==> config.mk <==
export PLATFORM = sky130hd
export DESIGN_NAME = mbox_lock_hub
export DESIGN_NICKNAME = d
export VERILOG_FILES = /design/src/rtl/mbox_pkg.sv /design/src/rtl/mbox_fifo.sv /design/src/rtl/mbox_lock_table.sv /design/src/rtl/mbox_lock_hub.sv
export SDC_FILE = /design/constraint.sdc
export NUM_CORES = 1
export LEC_CHECK = 0
export BUFFER_PORTS_ARGS = -buffer_cell sky130_fd_sc_hd__buf_2
export CORE_MARGIN = 3
export CORE_UTILIZATION = 48
export CTS_CLUSTER_SIZE = 24
export DETAILED_ROUTE_END_ITERATION = 10
export PLACE_DENSITY = 0.65
export SLEW_MARGIN = 0
export SYNTH_ARGS = -nofsm -noshare
export SYNTH_HDL_FRONTEND = slang
export SYNTH_HIERARCHICAL = 1
export SYNTH_SLANG_ARGS = --single-unit
==> constraint.sdc <==
create_clock -name clk -period 7.83 [get_ports clk]
set_input_delay 1.9575 -clock clk [delete_from_list [all_inputs] [get_ports clk]]
set_output_delay 1.9575 -clock clk [all_outputs]
set_load 0.01 [all_outputs]
==> src/rtl/mbox_pkg.sv <==
package mbox_pkg;

  // True when addr lies in the half-open span [base, base+len).
  function automatic logic in_span(logic [31:0] addr, logic [31:0] base,
                                   logic [31:0] len);
    return (addr >= base) && ((addr - base) < len);
  endfunction

  // Next pointer value for a circular buffer of the given depth.
  function automatic logic [31:0] wrap_inc(logic [31:0] ptr, logic [31:0] depth);
    return (ptr == depth - 1) ? 32'd0 : ptr + 32'd1;
  endfunction

endpackage

==> src/rtl/mbox_fifo.sv <==
module mbox_fifo #(
  parameter int W     = 32,
  parameter int DEPTH = 4
) (
  input  logic         clk,
  input  logic         rst_n,
  input  logic         wr_en,
  input  logic [W-1:0] wr_data,
  input  logic         rd_en,
  output logic [W-1:0] rd_data,
  output logic         empty,
  output logic         full
);
  import mbox_pkg::*;

  localparam int PW = (DEPTH > 1) ? $clog2(DEPTH) : 1;
  localparam int CW = $clog2(DEPTH + 1);

  logic [W-1:0]  mem_q [DEPTH];
  logic [PW-1:0] wp_q, rp_q;
  logic [CW-1:0] cnt_q;

  assign empty   = (cnt_q == '0);
  assign full    = (cnt_q == CW'(DEPTH));
  assign rd_data = mem_q[rp_q];

  always_ff @(posedge clk) begin
    if (!rst_n) begin
      wp_q  <= '0;
      rp_q  <= '0;
      cnt_q <= '0;
    end else begin
      if (wr_en) begin
        mem_q[wp_q] <= wr_data;
        wp_q        <= PW'(wrap_inc(32'(wp_q), 32'(DEPTH)));
      end
      if (rd_en) rp_q <= PW'(wrap_inc(32'(rp_q), 32'(DEPTH)));
      case ({wr_en, rd_en})
        2'b10:   cnt_q <= cnt_q + 1'b1;
        2'b01:   cnt_q <= cnt_q - 1'b1;
        default: cnt_q <= cnt_q;
      endcase
    end
  end

  p_no_overflow_r8: assert property (@(posedge clk) disable iff (!rst_n)
    wr_en |-> !full);
  p_no_underflow_r4: assert property (@(posedge clk) disable iff (!rst_n)
    rd_en |-> !empty);
  p_count_moves_r8: assert property (@(posedge clk) disable iff (!rst_n)
    (wr_en && !rd_en) |=> !empty);

endmodule

==> src/rtl/mbox_lock_table.sv <==
module mbox_lock_table #(
  parameter int ADDR_W = 16,
  parameter int LOCKS  = 4
) (
  input  logic              clk,
  input  logic              rst_n,
  input  logic              alloc,
  input  logic [ADDR_W-1:0] alloc_base,
  input  logic [ADDR_W-1:0] alloc_len,
  input  logic              rel_req,
  input  logic [ADDR_W-1:0] rel_base,
  output logic              rel_hit,
  input  logic [ADDR_W-1:0] chk_addr,
  output logic              chk_hit,
  output logic              full
);
  import mbox_pkg::*;

  localparam int IW = (LOCKS > 1) ? $clog2(LOCKS) : 1;

  logic [LOCKS-1:0]  vld_q;
  logic [ADDR_W-1:0] base_q [LOCKS];
  logic [ADDR_W-1:0] len_q  [LOCKS];

  logic [IW-1:0]    free_idx, rel_idx;
  logic [LOCKS-1:0] span_hit;

  assign full = &vld_q;

  // Lowest free slot wins the allocation.
  always_comb begin
    free_idx = '0;
    for (int i = LOCKS - 1; i >= 0; i--)
      if (!vld_q[i]) free_idx = IW'(i);
  end

  // Lowest slot whose base matches the release wins.
  always_comb begin
    rel_idx = '0;
    rel_hit = 1'b0;
    for (int i = LOCKS - 1; i >= 0; i--)
      if (vld_q[i] && base_q[i] == rel_base) begin
        rel_idx = IW'(i);
        rel_hit = 1'b1;
      end
  end

  generate
    for (genvar g = 0; g < LOCKS; g++) begin : g_span
      assign span_hit[g] = vld_q[g] &&
        in_span(32'(chk_addr), 32'(base_q[g]), 32'(len_q[g]));
    end
  endgenerate

  assign chk_hit = |span_hit;

  always_ff @(posedge clk) begin
    if (!rst_n) begin
      vld_q <= '0;
    end else begin
      if (rel_req && rel_hit) vld_q[rel_idx] <= 1'b0;
      if (alloc && !full) begin
        vld_q[free_idx]  <= 1'b1;
        base_q[free_idx] <= alloc_base;
        len_q[free_idx]  <= alloc_len;
      end
    end
  end

  p_lock_count_r2: assert property (@(posedge clk) disable iff (!rst_n)
    (alloc && !(rel_req && rel_hit)) |=>
      ($countones(vld_q) == $past($countones(vld_q)) + 1));
  p_release_frees_r6: assert property (@(posedge clk) disable iff (!rst_n)
    (rel_req && rel_hit && !alloc) |=>
      ($countones(vld_q) + 1 == $past($countones(vld_q))));
  p_alloc_room_r5: assert property (@(posedge clk) disable iff (!rst_n)
    alloc |-> !full);

endmodule

==> src/rtl/mbox_lock_hub.sv <==
module mbox_lock_hub #(
  parameter int ADDR_W = 16,
  parameter int DEPTH  = 4,
  parameter int LOCKS  = 4
) (
  input  logic              clk,
  input  logic              rst_n,
  input  logic              post_valid,
  input  logic [ADDR_W-1:0] post_addr,
  input  logic [ADDR_W-1:0] post_size,
  output logic              post_ready,
  output logic              fwd_irq,
  input  logic              rcv_req,
  output logic              rcv_grant,
  output logic [ADDR_W-1:0] rcv_addr,
  output logic [ADDR_W-1:0] rcv_size,
  input  logic              rel_valid,
  input  logic [ADDR_W-1:0] rel_addr,
  output logic              rel_ready,
  output logic              rtn_irq,
  input  logic              rtn_req,
  output logic              rtn_grant,
  output logic [ADDR_W-1:0] rtn_addr,
  input  logic              wchk_valid,
  input  logic [ADDR_W-1:0] wchk_addr,
  output logic              wchk_viol,
  output logic              wr_allow,
  output logic              err_flag
);

  localparam int MW = 2 * ADDR_W;

  // Named internal events for the assertions.
  logic fwd_empty, fwd_full, rtn_empty, rtn_full, tbl_full;
  logic post_fire, rel_fire, rel_hit, rel_good, rel_bad, chk_hit;
  logic [MW-1:0] fwd_head;
  logic          err_q;

  assign post_ready = !fwd_full && !tbl_full;
  assign post_fire  = post_valid && post_ready;
  assign rel_ready  = !rtn_full;
  assign rel_fire   = rel_valid && rel_ready;
  assign rel_good   = rel_fire && rel_hit;
  assign rel_bad    = rel_fire && !rel_hit;
  assign rcv_grant  = rcv_req && !fwd_empty;
  assign rtn_grant  = rtn_req && !rtn_empty;
  assign fwd_irq    = !fwd_empty;
  assign rtn_irq    = !rtn_empty;
  assign {rcv_addr, rcv_size} = fwd_head;
  assign wchk_viol  = wchk_valid && chk_hit;
  assign wr_allow   = wchk_valid && !chk_hit;
  assign err_flag   = err_q;

  mbox_fifo #(.W(MW), .DEPTH(DEPTH)) u_fwd (
    .clk(clk), .rst_n(rst_n),
    .wr_en(post_fire), .wr_data({post_addr, post_size}),
    .rd_en(rcv_grant), .rd_data(fwd_head),
    .empty(fwd_empty), .full(fwd_full)
  );

  mbox_fifo #(.W(ADDR_W), .DEPTH(DEPTH)) u_rtn (
    .clk(clk), .rst_n(rst_n),
    .wr_en(rel_good), .wr_data(rel_addr),
    .rd_en(rtn_grant), .rd_data(rtn_addr),
    .empty(rtn_empty), .full(rtn_full)
  );

  mbox_lock_table #(.ADDR_W(ADDR_W), .LOCKS(LOCKS)) u_tbl (
    .clk(clk), .rst_n(rst_n),
    .alloc(post_fire), .alloc_base(post_addr), .alloc_len(post_size),
    .rel_req(rel_fire), .rel_base(rel_addr), .rel_hit(rel_hit),
    .chk_addr(wchk_addr), .chk_hit(chk_hit), .full(tbl_full)
  );

  always_ff @(posedge clk) begin
    if (!rst_n)       err_q <= 1'b0;
    else if (rel_bad) err_q <= 1'b1;
  end

  p_err_sticky_r10: assert property (@(posedge clk) disable iff (!rst_n)
    err_flag |=> err_flag);
  p_bad_release_r7: assert property (@(posedge clk) disable iff (!rst_n)
    rel_bad |=> err_flag);
  p_bad_no_return_r7: assert property (@(posedge clk) disable iff (!rst_n)
    (rel_bad && rtn_empty && !rtn_req) |=> !rtn_irq);
  p_post_mail_r3: assert property (@(posedge clk) disable iff (!rst_n)
    post_fire |=> fwd_irq);
  p_release_return_r6: assert property (@(posedge clk) disable iff (!rst_n)
    rel_good |=> rtn_irq);
  p_refuse_full_r5: assert property (@(posedge clk) disable iff (!rst_n)
    (tbl_full || fwd_full) |-> !post_ready);
  p_check_exclusive_r2: assert property (@(posedge clk) disable iff (!rst_n)
    !(wchk_viol && wr_allow));

endmodule

==> results.txt <==
VDD IR max - 0.207 mV
WP buf/inv - 4
Setup Crit Path Kind - input pin to primary output
drt first pass iters - 5
Power, Total - 4730 uW
CP max stage delay - 0.39 ns
area share of the largest cell type after synthesis - 55.2%
Critical R2R Capture - u_rtn/cnt_q[2]
Core Region - 0.0357 sq mm
Port Buf Inserts - 127
max-capacitance violation count - 0
EDFF count, synth - 320
die height - 196 um
Vias/cell - 5.56
initial core utilization - 48.8%
WP data required - 5.87 ns
layout cells sized above 1 - 20.4%
Die ar. - 0.0386 sq mm
Post-DRT Antenna Nets - 0
GP Congestion - 0.876
Worst Hold Class - register to register
Die X-Extent - 196 um
nature of the critical path endpoint - primary output
Placed Cells - 1850
DR DRC count - 0
hold worst-path end - err_flag
first-pass GRT wire length - 63400 um
Rel. slew slack - 22.5%
HPWL after DPL - 31000 um
Setup TNS - 0 ns
CTS Buf Count - 37
Post-Synthesis Cells - 1253
grt ovf - 0
Critical Path Slowest Stage Cell - or3_4
Critical Path AT - 5.68 ns
Synth cell types - 64
syn_area_per_cell - 13.9 sq um
fin. max-slew vios - 0
min-delay src - err_flag
Finished Layout Cells - 1920
routed len/inst - 21.8 um
final WL - 41800 um
Area contributors post-synth - edfxtp_1, ha_1, mux4_2
Max Freq - 0.131 GHz
critical path's top delay family - compound AO/OA/AOI/OAI gates
minimum clock period - 7.63 ns
Leakage - 0.00780 uW
Fillers - 2922
H-Tree Depth - 2
Post-synth top cells - edfxtp_1, inv_1, ha_1
Top-Level Pins - 128
initial antenna violation count - 1
P per Cell Area - 236 mW/mm^2
Startpoint Class - input pin
vias - 10675
Final Cycle Share - 97.5%
Reg clk slew, reported paths - 0.06 ns
Clock Root Buffer - clkbuf_16
hold path cells - 1
final hold viol count - 0
vias in the first global route - 10616
initial DRC count - 641
worst skew pair latency - 0.54 ns
status - finished clean
reg2reg path depth - 14
number of synthesized register bits - 343
post-synth net total - 1466
critical path cell sequence - buf_2 -> ha_1 -> nor2b_4 -> o31a_1 -> or3_4 -> a31o_4 -> xor2_1 -> ha_1 -> and3_1 -> a2111oi_2 -> a21oi_1 -> a2111oi_2 -> buf_4 -> o21ai_0 -> o211ai_1 -> buf_4 -> and2_1 -> buf_2
area leader, netlist - edfxtp_1
clk buf depth - 3
CTS Hold Buffers Added - 0
Core Util, Final - 56.2%
FFs w/ async S/R, synth - 0%
Area growth syn-to-layout - 15.2%
clk sinks - 343
crit-path max FO - 2
count leader, synth - edfxtp_1
CTS tree - done
Layout Nets - 1643
synth warn - 6
worst-margin pin slew - 1.16 ns
cell row count - 69
flop2flop setup slack - 4.22 ns
Post-Route Skew - 0.0181 ns
Primary FF master, synth - edfxtp_1
sequential-to-total area share from yosys stat - 57.9%
Syn Std Cell Area - 0.0174 sq mm
Final setup viols - 0
n_diodes - 0
Global Route Usage Sum - 21.7%
R2R Path Start - u_tbl/base_q[1][1]
largest net degree at the start of global routing - 34
==> worst reg2reg max path, stage by stage, from the launching register on <==
cell	delay [ns]
edfxtp_1	0.46
xor2_1	0.21
nor4_1	0.48
nand4_1	0.22
nor4_1	0.47
nor3_1	0.15
nand2b_1	0.16
and2_1	0.26
inv_1	0.09
ha_1	0.23
inv_1	0.08
fa_1	0.19
xor2_1	0.08
or3_1	0.31
a21boi_0	0.16
==> through the flow <==
stage | hold WS [ns] | setup WS (ns) | instance area [sq um]
3_3_place_gp | 0.444 | -0.202 | 18700
4_1_cts | 0.480 | 0.0151 | 19900
6_report | 0.474 | 0.196 | 20000
5_1_grt | 0.505 | -0.0183 | 20000
2_1_floorplan | 0.473 | 0.814 | 17400
3_5_place_dp | 0.465 | 0.0518 | 18700
==> logic make-up after synthesis <==
| group | after synthesis | share of synthesized area, % |
|---|---|---|
| flops | 343 | 57.9 |
| simple gates | 223 | 6.98 |
| compound gates | 201 | 7.81 |
| buf+inv | 173 | 4.23 |
| fa+ha+maj | 142 | 10.5 |
| xor+xnor | 119 | 5.99 |
| mux | 52 | 6.62 |
==> flip-flops by register name (all words and copies together), names as in the netlist, 3 cells and up, named ones only <==
| name | cells |
|---|---|
| u_fwd/mem_q | 128 |
| u_rtn/mem_q | 64 |
| u_tbl/base_q | 64 |
| u_tbl/len_q | 64 |
| u_tbl/vld_q | 4 |
| u_fwd/cnt_q | 3 |
| u_rtn/cnt_q | 3 |
==> report_power, final <==
| part | switching, uW | leakage [uW] | internal (uW) |
|---|---|---|---|
| Combinational | 452 | 0.00410 | 369 |
| Clock | 717 | 0.000617 | 1060 |
| Sequential | 44.9 | 0.00309 | 2090 |
==> layout by cell type (no fill, tap or decap), drive strengths merged, types with 5 or more instances in the layout <==
| cell | Yosys | layout |
|---|---|---|
| clkinv | 0 | 17 |
| mux4 | 48 | 48 |
| nor3b | 7 | 7 |
| nand2 | 35 | 35 |
| xor2 | 25 | 25 |
| buf | 11 | 160 |
| nand3 | 16 | 16 |
| o21a | 16 | 16 |
| nand4 | 25 | 25 |
| or3 | 6 | 6 |
| a21oi | 56 | 56 |
| a211oi | 10 | 10 |
| xnor2 | 94 | 94 |
| clkbuf | 11 | 43 |
| nor2 | 45 | 45 |
| a21o | 27 | 27 |
| a31oi | 7 | 7 |
| o21ai | 35 | 35 |
| fa | 6 | 6 |
| a21boi | 5 | 5 |
| nor4 | 10 | 10 |
| nand2b | 5 | 5 |
| and2 | 7 | 7 |
| bufinv | 0 | 5 |
| ha | 136 | 136 |
| o211ai | 8 | 8 |
| dfxtp | 23 | 23 |
| nor2b | 23 | 23 |
| nor3 | 12 | 12 |
| inv | 151 | 153 |
| and3 | 17 | 17 |
| edfxtp | 320 | 320 |
| o2111ai | 7 | 7 |
| o21bai | 9 | 9 |
| a31o | 8 | 8 |
==> metal layers <==
metal | GRT usage, % | wire [um]
met1 | 31.3 | 19100
met2 | 34.4 | 19300
met3 | 4.00 | 2440
met4 | 6.02 | 1040
met5 | 0 | 0
==> final cells by class <==
cell class | count | area (sq um) | share of cell area, %
Multi-Input combinational cell | 737 | 6680 | 33.4
Sequential cell | 343 | 10100 | 50.3
Tap cell | 461 | 577 | 2.88
Clock buffer | 43 | 970 | 4.84
Inverter | 151 | 567 | 2.83
Timing Repair Buffer | 160 | 883 | 4.41
Clock inverter | 25 | 280 | 1.40
==> what timing repair did <==
item / 4_1_cts / 5_1_grt
setup endpoints to repair: 0 / 2
buffers inserted: 0 / 2
hold endpoints to repair: 0 / 0
gates resized for setup: 0 / 17
==> worst max path at each step <==
stage,from,to,depth (start not counted)
6_report,wchk_addr[1],wchk_viol,18
5_1_grt,wchk_addr[0],wchk_viol,23
4_1_cts,wchk_addr[1],wchk_viol,17
3_5_place_dp,wchk_addr[1],wchk_viol,17
2_1_floorplan,wchk_addr[0],wchk_viol,18
3_3_place_gp,wchk_addr[1],wchk_viol,17
(Power assumes the default switching activity.)
